`config.mk`:
```
export PLATFORM = sky130hd
export DESIGN_NAME = stat_chan_rx
export DESIGN_NICKNAME = d
export VERILOG_FILES = /design/src/rtl/scr_pkg.sv /design/src/rtl/scr_cal_walk.sv /design/src/rtl/scr_err_run.sv /design/src/rtl/stat_chan_rx.sv
export SDC_FILE = /design/constraint.sdc
export NUM_CORES = 1
export LEC_CHECK = 0
export CAP_MARGIN = 20
export CORE_ASPECT_RATIO = 0.6
export CORE_MARGIN = 2
export CORE_UTILIZATION = 25
export CTS_CLUSTER_DIAMETER = 40
export DETAILED_ROUTE_END_ITERATION = 12
export PLACE_DENSITY = 0.45
export SETUP_SLACK_MARGIN = 0.4
export SYNTH_ARGS = -nofsm -noshare
export SYNTH_HDL_FRONTEND = slang
export SYNTH_SLANG_ARGS = --single-unit
```
`constraint.sdc`:
```
create_clock -name clk -period 2.74 [get_ports clk]
set_input_delay 0.822 -clock clk [delete_from_list [all_inputs] [get_ports clk]]
set_output_delay 0.822 -clock clk [all_outputs]
set_load 0.01 [all_outputs]
```
`src/rtl/scr_pkg.sv`:
```
package scr_pkg;
  localparam int LIM_W = 4;
  localparam int CNT_W = LIM_W + 1;
  localparam logic [1:0] FRAME_WORD = 2'b11;

  typedef enum logic [2:0] {ST_OFF, ST_HUNT, ST_DATA, ST_DIP, ST_DOWN} rx_state_t;

  // Expected check word: complement of the running XOR of status words.
  function automatic logic [1:0] chk_expect(input logic [1:0] acc);
    return ~acc;
  endfunction

  // True when a consecutive count has gone beyond an enabled limit.
  function automatic logic over_limit(input logic [CNT_W-1:0] cnt,
                                      input logic [LIM_W-1:0] lim);
    return (lim != '0) && (cnt > {1'b0, lim});
  endfunction
endpackage

```
`src/rtl/scr_cal_walk.sv`:
```
module scr_cal_walk #(
  parameter int LEN_W    = 7,
  parameter int REP_W    = 8,
  parameter int PORT_W   = 4,
  parameter int PER_WORD = 4,
  localparam int SLOT_W  = $clog2(PER_WORD),
  localparam int ADDR_W  = LEN_W - SLOT_W,
  localparam int TBL_W   = PER_WORD * PORT_W + 1
) (
  input  logic              clk,
  input  logic              rst_n,
  input  logic              restart,
  input  logic              advance,
  input  logic [LEN_W-1:0]  len,
  input  logic [REP_W-1:0]  rep,
  output logic [ADDR_W-1:0] tbl_addr,
  input  logic [TBL_W-1:0]  tbl_data,
  output logic [PORT_W-1:0] port,
  output logic              par_ok,
  output logic              last
);
  localparam logic [LEN_W-1:0] ONE_L = 1;
  localparam logic [REP_W-1:0] ONE_R = 1;

  logic [LEN_W-1:0] idx_q;
  logic [REP_W-1:0] rep_q;
  logic [REP_W-1:0] rep_last;
  logic             idx_end;

  assign rep_last = (rep == '0) ? '0 : rep - ONE_R;
  assign idx_end  = (idx_q == len - ONE_L);
  assign last     = idx_end && (rep_q == rep_last);
  assign tbl_addr = idx_q[LEN_W-1:SLOT_W];
  assign par_ok   = ^tbl_data;

  always_comb begin
    port = '0;
    for (int s = 0; s < PER_WORD; s++) begin
      if (idx_q[SLOT_W-1:0] == s[SLOT_W-1:0]) port = tbl_data[s*PORT_W +: PORT_W];
    end
  end

  always_ff @(posedge clk or negedge rst_n) begin
    if (!rst_n) begin
      idx_q <= '0;
      rep_q <= '0;
    end else if (restart) begin
      idx_q <= '0;
      rep_q <= '0;
    end else if (advance) begin
      if (idx_end) begin
        idx_q <= '0;
        rep_q <= rep_q + ONE_R;
      end else begin
        idx_q <= idx_q + ONE_L;
      end
    end
  end
endmodule

```
`src/rtl/scr_err_run.sv`:
```
module scr_err_run
  import scr_pkg::*;
(
  input  logic             clk,
  input  logic             rst_n,
  input  logic             flush,
  input  logic             bump,
  input  logic             good,
  input  logic [LIM_W-1:0] lim,
  output logic             trip
);
  logic [CNT_W-1:0] cnt_q;
  logic [CNT_W-1:0] cnt_nx;

  assign cnt_nx = (cnt_q == '1) ? cnt_q : cnt_q + CNT_W'(1);
  assign trip   = bump && over_limit(cnt_nx, lim);

  always_ff @(posedge clk or negedge rst_n) begin
    if (!rst_n)     cnt_q <= '0;
    else if (flush) cnt_q <= '0;
    else if (bump)  cnt_q <= cnt_nx;
    else if (good)  cnt_q <= '0;
  end
endmodule

```
`src/rtl/stat_chan_rx.sv`:
```
module stat_chan_rx
  import scr_pkg::*;
#(
  parameter int PORT_W   = 4,
  parameter int LEN_W    = 7,
  parameter int REP_W    = 8,
  parameter int PER_WORD = 4,
  localparam int SLOT_W  = $clog2(PER_WORD),
  localparam int ADDR_W  = LEN_W - SLOT_W,
  localparam int TBL_W   = PER_WORD * PORT_W + 1,
  localparam int NPORT   = 1 << PORT_W
) (
  input  logic              clk,
  input  logic              rst_n,
  input  logic              en_i,
  input  logic [1:0]        stat_i,
  input  logic [LEN_W-1:0]  cal_len_i,
  input  logic [REP_W-1:0]  cal_rep_i,
  output logic [ADDR_W-1:0] tbl_addr_o,
  input  logic [TBL_W-1:0]  tbl_data_i,
  input  logic [LIM_W-1:0]  dip_lim_i,
  input  logic [LIM_W-1:0]  frm_lim_i,
  input  logic [NPORT-1:0]  ign_mask_i,
  output logic              upd_valid_o,
  output logic [PORT_W-1:0] upd_port_o,
  output logic [1:0]        upd_status_o,
  output logic              dip_err_o,
  output logic              unx_frm_o,
  output logic              cal_par_err_o,
  output logic              nosync_o,
  output logic              frmerr_o
);
  rx_state_t state_q, state_nx;
  logic [1:0]        acc_q;
  logic              active, is_frame;
  logic              walk_restart, walk_adv, walk_last, par_ok;
  logic [PORT_W-1:0] cal_port;
  // Named internal events, observed by the bound checker.
  logic upd_ev, dip_ev, unx_ev, par_ev;
  logic dip_bump, dip_good, frm_bump, frm_good;
  logic dip_trip, frm_trip;

  assign active   = en_i && (cal_len_i != '0);
  assign is_frame = (stat_i == FRAME_WORD);

  scr_cal_walk #(.LEN_W(LEN_W), .REP_W(REP_W), .PORT_W(PORT_W), .PER_WORD(PER_WORD)) u_walk (
    .clk(clk), .rst_n(rst_n), .restart(walk_restart), .advance(walk_adv),
    .len(cal_len_i), .rep(cal_rep_i), .tbl_addr(tbl_addr_o), .tbl_data(tbl_data_i),
    .port(cal_port), .par_ok(par_ok), .last(walk_last)
  );

  scr_err_run u_dip_run (
    .clk(clk), .rst_n(rst_n), .flush(!active), .bump(dip_bump), .good(dip_good),
    .lim(dip_lim_i), .trip(dip_trip)
  );

  scr_err_run u_frm_run (
    .clk(clk), .rst_n(rst_n), .flush(!active), .bump(frm_bump), .good(frm_good),
    .lim(frm_lim_i), .trip(frm_trip)
  );

  always_comb begin
    state_nx     = state_q;
    walk_restart = 1'b0;
    walk_adv     = 1'b0;
    upd_ev       = 1'b0;
    dip_ev       = 1'b0;
    unx_ev       = 1'b0;
    par_ev       = 1'b0;
    dip_bump     = 1'b0;
    dip_good     = 1'b0;
    frm_bump     = 1'b0;
    frm_good     = 1'b0;
    if (!active) begin
      state_nx = ST_OFF;
    end else begin
      case (state_q)
        ST_OFF:  state_nx = ST_HUNT;
        ST_HUNT: if (is_frame) begin
          walk_restart = 1'b1;
          state_nx     = ST_DATA;
        end
        ST_DATA: if (is_frame) begin
          unx_ev       = 1'b1;
          frm_bump     = 1'b1;
          walk_restart = 1'b1;
          if (frm_trip) state_nx = ST_DOWN;
        end else if (!par_ok) begin
          par_ev   = 1'b1;
          state_nx = ST_HUNT;
        end else begin
          upd_ev   = 1'b1;
          walk_adv = 1'b1;
          if (walk_last) state_nx = ST_DIP;
        end
        ST_DIP: begin
          frm_good = 1'b1;
          if (stat_i == chk_expect(acc_q)) begin
            dip_good = 1'b1;
          end else begin
            dip_ev   = 1'b1;
            dip_bump = 1'b1;
          end
          state_nx = dip_trip ? ST_DOWN : ST_HUNT;
        end
        default: state_nx = ST_DOWN;
      endcase
    end
  end

  always_ff @(posedge clk or negedge rst_n) begin
    if (!rst_n) begin
      state_q       <= ST_OFF;
      acc_q         <= '0;
      upd_valid_o   <= 1'b0;
      upd_port_o    <= '0;
      upd_status_o  <= '0;
      dip_err_o     <= 1'b0;
      unx_frm_o     <= 1'b0;
      cal_par_err_o <= 1'b0;
      nosync_o      <= 1'b0;
      frmerr_o      <= 1'b0;
    end else begin
      state_q       <= state_nx;
      if (walk_restart) acc_q <= '0;
      else if (upd_ev)  acc_q <= acc_q ^ stat_i;
      upd_valid_o   <= upd_ev;
      upd_port_o    <= cal_port;
      upd_status_o  <= ign_mask_i[cal_port] ? 2'b00 : stat_i;
      dip_err_o     <= dip_ev;
      unx_frm_o     <= unx_ev;
      cal_par_err_o <= par_ev;
      nosync_o      <= active && (nosync_o || dip_trip);
      frmerr_o      <= active && (frmerr_o || frm_trip);
    end
  end
endmodule

```
# Yosys cells after proc, flatten, opt, wreduce, memory -nomap -nowiden
# Index checks and enable logic that the tools add are counted.
[word_totals]
regBits = 42
inputBits = 61
wordCells = 117
[op_classes]
bitwise = 2
n_reduce_logical = 22
addsub = 6
eq_ne = 17
mux = 53
order_cmp = 3
[ops]
columns = ["cell", "n"]
rows = [
  ["5-bit 2-to-1 mux", 8],
  ["8-bit 2-to-1 mux", 4],
  ["1-bit 2-to-1 mux", 22],
  ["3-bit 2-to-1 mux", 7],
  ["7-bit 2-to-1 mux", 3],
  ["17-bit parity", 1],
  ["4-bit 2-to-1 mux", 4],
  ["3-bit case mux with 4 select lines", 1],
  ["5-bit by 1-bit adder with 5-bit output (second input constant)", 2],
  ["5-bit equality test (second input constant)", 2],
  ["5-bit by 4-bit > comparator with 1-bit output", 2],
  ["8-bit by 1-bit adder with 8-bit output (second input constant)", 1],
  ["8-bit equality test", 1],
  ["1-bit logical AND", 8],
  ["8-bit zero test", 1],
  ["4-bit nonzero test", 2],
  ["8-bit by 1-bit subtractor with 8-bit output (second input constant)", 1],
  ["7-bit by 1-bit adder with 7-bit output (second input constant)", 1],
  ["7-bit equality test", 1],
  ["7-bit nonzero test", 1],
  ["7-bit by 1-bit subtractor with 7-bit output (second input constant)", 1],
  ["2-bit equality test (second input constant)", 3],
  ["3-bit by 2-bit equality test with 1-bit output (second input constant)", 2],
  ["2-bit 2-to-1 mux", 3],
  ["18 further kinds", 21],
]

# Depth between registers and ports, before layout
# Gate-level depths: netlist of the first run.
[logic_depth]
word_depth = 9
depth_mapped = 11

# Hierarchy
# From an unflattened synthesis of the first run, not the netlist that was laid out.
[unflattened]
cells_unflattened = 405
hier_area_um2 = 3528.4
[modules_own_cells]
columns = ["module", "cells_each", "seq_area_each_um2", "area_each_um2", "n_inst"]
rows = [
  ["scr_cal_walk", 218, 375.4, 1677.9, 1],
  ["scr_err_run", 51, 125.1, 476.7, 2],
  ["stat_chan_rx", 85, 425.4, 897.1, 1],
]

# Least setup slack after synthesis of the first run
# Ideal clock, no wire load.
[synth_timing]
path_type = "input to register"
from = "in cal_rep_i[0]"
to = "reg state_q[0]"
path_stages = 10
arrival_time_ns = 2.767
setup_slack_ns = -0.105
required_ns = 2.662
path_cell_list = "inv_1 ha_1 or4b_1 buf_2 or4b_1 a21boi_1 o22ai_1 nor4_1 o21ai_1 a21oi_1"
[synth_between]
elab_chain_cells = 6
[synth_lines]
columns = ["element", "line", "text"]
rows = [
  ["start, declared", "stat_chan_rx.sv:18", "input logic [REP_W-1:0] cal_rep_i,"],
  ["8-bit by 1-bit subtractor with 8-bit output or 8-bit zero test (tied branches)", "scr_cal_walk.sv:30", "assign rep_last = (rep == '0) ? '0 : rep - ONE_R;"],
  ["8-bit 2-to-1 mux (*)", "scr_cal_walk.sv:30", ""],
  ["8-bit equality test (*)", "scr_cal_walk.sv:32", "assign last = idx_end && (rep_q == rep_last);"],
  ["1-bit logical AND (*)", "scr_cal_walk.sv:32", ""],
  ["5-bit by 4-bit != test with 1-bit output (no line) (*)", "-", ""],
  ["3-bit AND reduction (no line) (*)", "-", ""],
  ["end signal, assigned", "stat_chan_rx.sv:124", "state_q <= state_nx;"],
  ["end, declared", "stat_chan_rx.sv:33", "rx_state_t state_q, state_nx;"],
]
# Mark *: on every way between the ends. The rest lies on a longest branch, timed or not.
# A chain may end at the register's enable or synchronous reset.

# Worst setup path in the final report of the first run
[layout_timing]
from = "in tbl_data_i[1]"
to = "reg u_walk.idx_q[6]"
[layout_between]
elab_chain_cells = 6
[layout_lines]
columns = ["element", "line", "text"]
rows = [
  ["start, declared", "stat_chan_rx.sv:20", "input logic [TBL_W-1:0] tbl_data_i,"],
  ["17-bit parity", "scr_cal_walk.sv:34", "assign par_ok = ^tbl_data;"],
  ["1-bit 2-to-1 mux", "stat_chan_rx.sv:88", "end else if (!par_ok) begin"],
  ["1-bit 2-to-1 mux", "stat_chan_rx.sv:83", "ST_DATA: if (is_frame) begin"],
  ["1-bit 2-to-1 mux", "stat_chan_rx.sv:77", "case (state_q)"],
  ["1-bit 2-to-1 mux", "stat_chan_rx.sv:74", "if (!active) begin"],
  ["2-bit nonzero test (no line)", "-", ""],
  ["end signal, assigned", "scr_cal_walk.sv:55", "idx_q <= idx_q + ONE_L;"],
  ["end, declared", "scr_cal_walk.sv:25", "logic [LEN_W-1:0] idx_q;"],
]
# Every way passes these cells.

==> results of run 1 <==
==> final timing paths <==
path                                          from               to  slack, ns  cells past startpoint
worst max-delay path                 tbl_data_i[1]  u_walk.idx_q[6]       0.09                      9
worst min-delay path                      frmerr_o         frmerr_o       0.50                      2
worst max register to register  u_dip_run.cnt_q[1]       state_q[0]       0.19                     11
worst min register to register            frmerr_o         frmerr_o       0.50                      2
max in group asynchronous                    rst_n  u_walk.idx_q[0]       1.68                      2
min in group asynchronous                    rst_n  u_walk.rep_q[1]       0.60                      2
==> registers in the layout, summed over array words and instances, names as in the netlist, 2 cells and up <==
signal           flops
u_walk.rep_q         8
u_walk.idx_q         7
u_dip_run.cnt_q      5
u_frm_run.cnt_q      5
upd_port_o           4
state_q              3
acc_q                2
upd_status_o         2
==> cell type report <==
class	count	area [um^2]	share of cell area
multi-input combinational	295	2634	0.4539
clock inverter	2	12.51	0.002156
inverter	25	106.4	0.01833
sequential	42	1052	0.1813
timing repair buffer	184	1647	0.2837
clock buffer	6	138.9	0.02393
tap	170	212.7	0.03665
==> through the flow <==
step	utilization	hold WS [ns]	area, um^2	power (W)
floorplan	-	0.4886	3435	0.001527
global placement	0.3758	0.4908	4860	0.002138
detailed placement	0.3758	0.5022	4860	0.002156
CTS	0.4332	0.5171	5603	0.003146
global route	0.4487	0.5410	5803	0.003472
finish	0.4487	0.5037	5803	0.003258
==> critical path, delay by kind of cell <==
kind / cells / cell delay [ns]
mux: 1 / 0.17
xor+xnor: 2 / 0.62
compound gates: 1 / 0.10
buf+inv: 2 / 0.24
simple gates: 3 / 0.90
==> synth_stat cells, drive strengths merged, types with 6 or more instances <==
| library cell | count | area share |
|---|---|---|
| o21ai | 25 | 0.038 |
| nand2 | 27 | 0.030 |
| or3 | 7 | 0.015 |
| a221oi | 6 | 0.016 |
| nor3 | 7 | 0.011 |
| a21oi | 16 | 0.024 |
| and3 | 6 | 0.011 |
| nand4 | 8 | 0.017 |
| mux2i | 7 | 0.025 |
| nand3 | 11 | 0.017 |
| nor2 | 29 | 0.034 |
| inv | 25 | 0.028 |
| ha | 18 | 0.068 |
| nor2b | 9 | 0.017 |
| xor2 | 13 | 0.034 |
| a22o | 7 | 0.018 |
| or4 | 6 | 0.015 |
| dfrtp | 42 | 0.32 |
| xnor2 | 27 | 0.073 |
| buf | 9 | 0.020 |
==> layout by cell type (no fill, tap or decap), types with 15 or more instances in the layout <==
cell	instances
inv_1	15
nand2_1	24
clkdlybuf4s50_1	43
dfrtp_1	41
xnor2_1	16
buf_6	28
nor2_1	23
buf_4	85
==> cells by family after synthesis <==
kind of cell,Yosys count,share of synthesized area
multiplexers,9,0.03158
buffers and inverters,39,0.05376
flip-flops,42,0.3158
XOR/XNOR,42,0.1211
AO/OA/AOI/OAI,93,0.1917
AND/OR/NAND/NOR,133,0.2184
adder cells (fa/ha/maj),18,0.06767
==> power breakdown <==
part	total (W)	leakage (nW)	switching, W	internal, W
Sequential	0.000779	0.565	0.0000680	0.000711
Clock	0.000618	0.0729	0.000257	0.000361
Combinational	0.00186	1.90	0.000847	0.00101
==> metal layers <==
metal	vias up	global-route usage	part of all wire
li1	1729	-	-
met1	1616	0.2458	0.55
met2	85	0.2160	0.39
met3	6	0.03707	0.055
met4	0	0.02392	0.0050
met5	-	0	0
==> repair_timing <==
| action | CTS | global route |
|---|---|---|
| pin swaps | 60 | 35 |
| endpoints found under the setup margin | 37 | 31 |
| gates resized for setup | 192 | 30 |
| buffers inserted | 27 | 8 |
| endpoints found under the hold margin | 0 | 0 |
==> run metrics, run 1 <==
RSZ-0062 raised after global routing true; Pins Over Slew Limit 0; ANT cells 0; Worst Path Required 2.95 ns; number of global-route vias before repair about 3400; # nets final 632; max-cap viol count 0; Initial Utilization 0.2574; I/O Pins 78; final worst slack 0.09052 ns; 1st-iter DRT viols 181; Clk pin slew, worst setup/hold paths ~0.07 ns; Die X between 150 and 200 um; setup_tns 0 ns; CTS root buf clkbuf_16; placeable core area 12930 um^2; post-DR wirelength/cell 15.27 um; Top FF cell, synth dfrtp_1; hold_buf cts 0; via count 3436; crit path cell chain buf_6 -> xor2_1 -> xnor3_2 -> or3_4 -> mux2i_4 -> buf_6 -> nor2_4 -> or4_1 -> o211ai_1; 1st-pass router iterations 4; worst slew pin tran 0.5934 ns; crit-path max cell delay 0.47 ns; fraction of layout cells with a size suffix above 1 0.4242; slew margin rel. 0.6044; clk buf depth 2; # rows 32; routability-driven placement congestion ratio 0.8346; critical path class input port to flip-flop; input/output buffers 77; Die Footprint 14280 um^2; Routed Antenna Nets 0; YS warnings 0; synthesized instance count 376; WP data arrival ~2.9 ns; Mean Syn Cell Area 8.852 um^2; Post-synth EDFFs 0; vias per inst 4.746; final hold vios 0; Mapped Nets 455; DRT Wirelength about 11000 um; Crit. End Element flip-flop; Hold/Removal Path Class flip-flop to flip-flop; initial antenna violation count 0; CTS tree built; Placed Cells 681; number of fillers in the final layout 1273; sequential share of the synthesized area 0.3158; gr usage total 0.1562; Clk Latency, worst-skew pair 0.29 ns; clk_skew a little over 0.007 ns; pwr dens 561.4 nW/um^2; hpwl dp 8226 um; leak pwr about 2.5 nW; Synth cell types 65; crit-path max FO 2; # H-tree levels 2; CP startpoint kind input port; DIE HEIGHT 93.38 um; final setup fails 0; TritonCTS Buffers 5; peak supply drop roughly 0.31 mV; wire length of the first global-routing pass between 15000 and 20000 um; CTS sink count 42; Synth async-reset ratio 1.000; final period utilization 0.9670; slowest CP cell xnor3_2; Mapped Area 3328 um^2; area grow syn2layout 74.36%; FMAX 0.3774 GHz; Non-Filler Instances around 720; pre-CTS setup slack -0.7079 ns; largest net degree at the start of global routing 43; number of remaining DRC errors 0; Final Critical Period 2.649 ns; status completed; total gr overflow 0; Crit path top cell by count buf_6; flops & latches, synth 42
Power figures use the tool's default switching activity.
==> inputs of run 2 (changes only) <==
DONT_BUFFER_PORTS = 1   (was default)
PLACE_DENSITY = 0.38   (was 0.45)
==> run metrics, run 2 (synthesis gave the netlist of run 1 again) <==
Crit. End Element flip-flop (unchanged); critical path class input port to flip-flop (unchanged); 1st-iter DRT viols 158 (was 181); leak pwr 1.858 nW (was 2.541 nW); Clk Latency, worst-skew pair 0.29 ns (about the same); initial antenna violation count 0 (unchanged); Final Critical Period 2.491 ns (was 2.649 ns); CP startpoint kind input port (unchanged); clk buf depth 2 (unchanged); CTS sink count 42 (unchanged); Cell Int Power 0.001648 W (was 0.002085 W); Initial Utilization 0.2574 (unchanged); worst slew pin tran 0.5540 ns (was 0.5934 ns); DRT Wirelength 9778 um (was 11060 um); routability-driven placement congestion ratio 0.7843 (was 0.8346); Die X 153.0 um (unchanged); peak supply drop 0.2326 mV (was 0.3104 mV); Min Hold Slack 0.2184 ns (was 0.5037 ns); fraction of layout cells with a size suffix above 1 0.3215 (was 0.4242); commonest non-fill, non-tap cells in the layout 41 x dfrtp_1, 41 x buf_4, 26 x nor2_1 (was 85 x buf_4, 43 x clkdlybuf4s50_1, 41 x dfrtp_1); CTS tree built (unchanged); final hold vios 0 (unchanged); via count 2972 (was 3436); DP Area 3779 um^2 (was 4860 um^2); wire length of the first global-routing pass 15590 um (was 17870 um); Clk pwr share 0.231 (was 0.190); RSZ-0062 raised after global routing true (unchanged); vias per inst 5.012 (was 4.746); ANT cells 0 (unchanged); status completed (unchanged); number of remaining DRC errors 0 (unchanged); gr usage total 0.1376 (was 0.1562); slew margin rel. 0.6289 (was 0.6044); number of global-route vias before repair 2882 (was 3440); Non-Filler Instances 593 (was 724); # H-tree levels 2 (unchanged); Sw Pwr 0.0009795 W (was 0.001172 W); max reg flops 8 (unchanged); # nets final 501 (was 632); input/output buffers 0 (was 77); max-cap viol count 0 (unchanged); total gr overflow 0 (unchanged); Switching Fraction 0.3727 (was 0.3598); final period utilization 0.9090 (was 0.9670); TritonCTS Buffers 5 (unchanged); pwr dens 585.9 nW/um^2 (was 561.4 nW/um^2); Pins Over Slew Limit 0 (unchanged); post-DR wirelength/cell 16.49 um (was 15.27 um); Worst Path Required 2.95 ns (about the same); placeable core area 12930 um^2 (unchanged); I/O Pins 78 (unchanged); Top Registers u_walk.rep_q (8), u_walk.idx_q (7) (unchanged); CTS root buf clkbuf_16 (unchanged); sequential share of power 0.307 (was 0.239); clk_skew 0.005337 ns (was 0.007117 ns); area grow syn2layout 34.77% (was 74.36%); Finished Cell Area 4486 um^2 (was 5803 um^2); # rows 32 (unchanged); crit-path max FO 6 (was 2); Routed Antenna Nets 0 (unchanged); Die Footprint 14280 um^2 (unchanged); number of fillers in the final layout 1302 (was 1273); Largest Register u_walk.rep_q (unchanged); internal reg-to-reg setup slack 0.28 ns (was 0.19 ns); DIE HEIGHT 93.38 um (unchanged); largest net degree at the start of global routing 43 (unchanged); WP data arrival 2.70 ns (was 2.86 ns); final setup fails 0 (unchanged); Clk pin slew, worst setup/hold paths 0.07 ns (about the same); Comb power frac 0.463 (was 0.571); FMAX 0.4015 GHz (was 0.3774 GHz); Hold/Removal Path Class input port to asynchronous set/reset pin (was flip-flop to flip-flop); hpwl dp 7372 um (was 8226 um); 1st-pass router iterations 4 (unchanged); hold_buf cts 0 (unchanged); Placed Cells 562 (was 681)
## run 2: changes by cell type in the layout (fill, tap and decap cells not counted), sizes merged
| cell | delta |
|---|---|
| clkdlybuf4s15 | -10 |
| dlygate4sd2 | -7 |
| clkbuf | -1 |
| clkinv | +1 |
| dlymetal6s2s | -1 |
| clkdlybuf4s50 | -43 |
| buf | -69 |
| clkinvlp | -1 |
## run 2: layout make-up
cell class	instances	area [um^2]	share of cell area
Multi-Input combinational cell	295	2504	0.5582
Sequential cell	42	1052	0.2346
Timing Repair Buffer	53	455.4	0.1015
Tap cell	170	212.7	0.04742
Clock buffer	6	128.9	0.02873
Inverter	25	118.9	0.02650
Clock inverter	2	13.76	0.003068
## run 2: timing repair
item	4_1_cts	5_1_grt
gates resized for setup	61	27
pin swaps	32	24
setup endpoints to repair	19	24
buffers inserted	16	7
## run 2: path summary, 6_finish.rpt
| kind | from | to | cells past startpoint |
|---|---|---|---|
| setup reg to reg | u_dip_run.cnt_q[1] | state_q[0] | 11 |
| min in group clk | u_frm_run.cnt_q[4] | u_frm_run.cnt_q[4] | 1 |
| hold reg to reg | u_frm_run.cnt_q[4] | u_frm_run.cnt_q[4] | 1 |
| hold / removal | rst_n | u_walk.idx_q[4] | 0 |
| max in group asynchronous | rst_n | upd_port_o[0] | 0 |
| setup / recovery | cal_len_i[5] | u_walk.idx_q[6] | 7 |
## run 2: power groups by stage
stage | sequential (W) | clock [W] | combinational [W]
floorplan | 0.000799 | 0 | 0.000728
global placement | 0.000809 | 0 | 0.000986
detailed placement | 0.000809 | 0 | 0.000991
CTS | 0.000804 | 0.000628 | 0.00118
global route | 0.000817 | 0.000654 | 0.00134
finish | 0.000806 | 0.000606 | 0.00122
## run 2: routing by layer
layer | track usage | up-vias | share of wire
met5 | 0 | - | 0
li1 | - | 1465 | -
met1 | 0.2177 | 1404 | 0.52
met2 | 0.1749 | 96 | 0.38
met4 | 0.02778 | 0 | 0.0072
met3 | 0.04495 | 7 | 0.091
## run 2: per-stage QoR
stage | util | worst slack (ns) | total power, W | setup TNS (ns)
final | 0.3468 | 0.2494 | 0.002628 | 0
after global routing | 0.3468 | 0.1283 | 0.002813 | 0
after CTS | 0.3318 | 0.1701 | 0.002614 | 0
after detailed placement | 0.2922 | -0.1948 | 0.001800 | -0.3360
after global placement | 0.2922 | -0.1440 | 0.001795 | -0.2471
after floorplan | - | -0.1032 | 0.001527 | -0.1032
## run 2: worst max-delay path, cell delays in order
cell	delay [ns]
or4_4	0.57
o211ai_4	0.23
or3_1	0.22
o31ai_4	0.12
buf_4	0.18
or4_1	0.46
o211ai_1	0.09
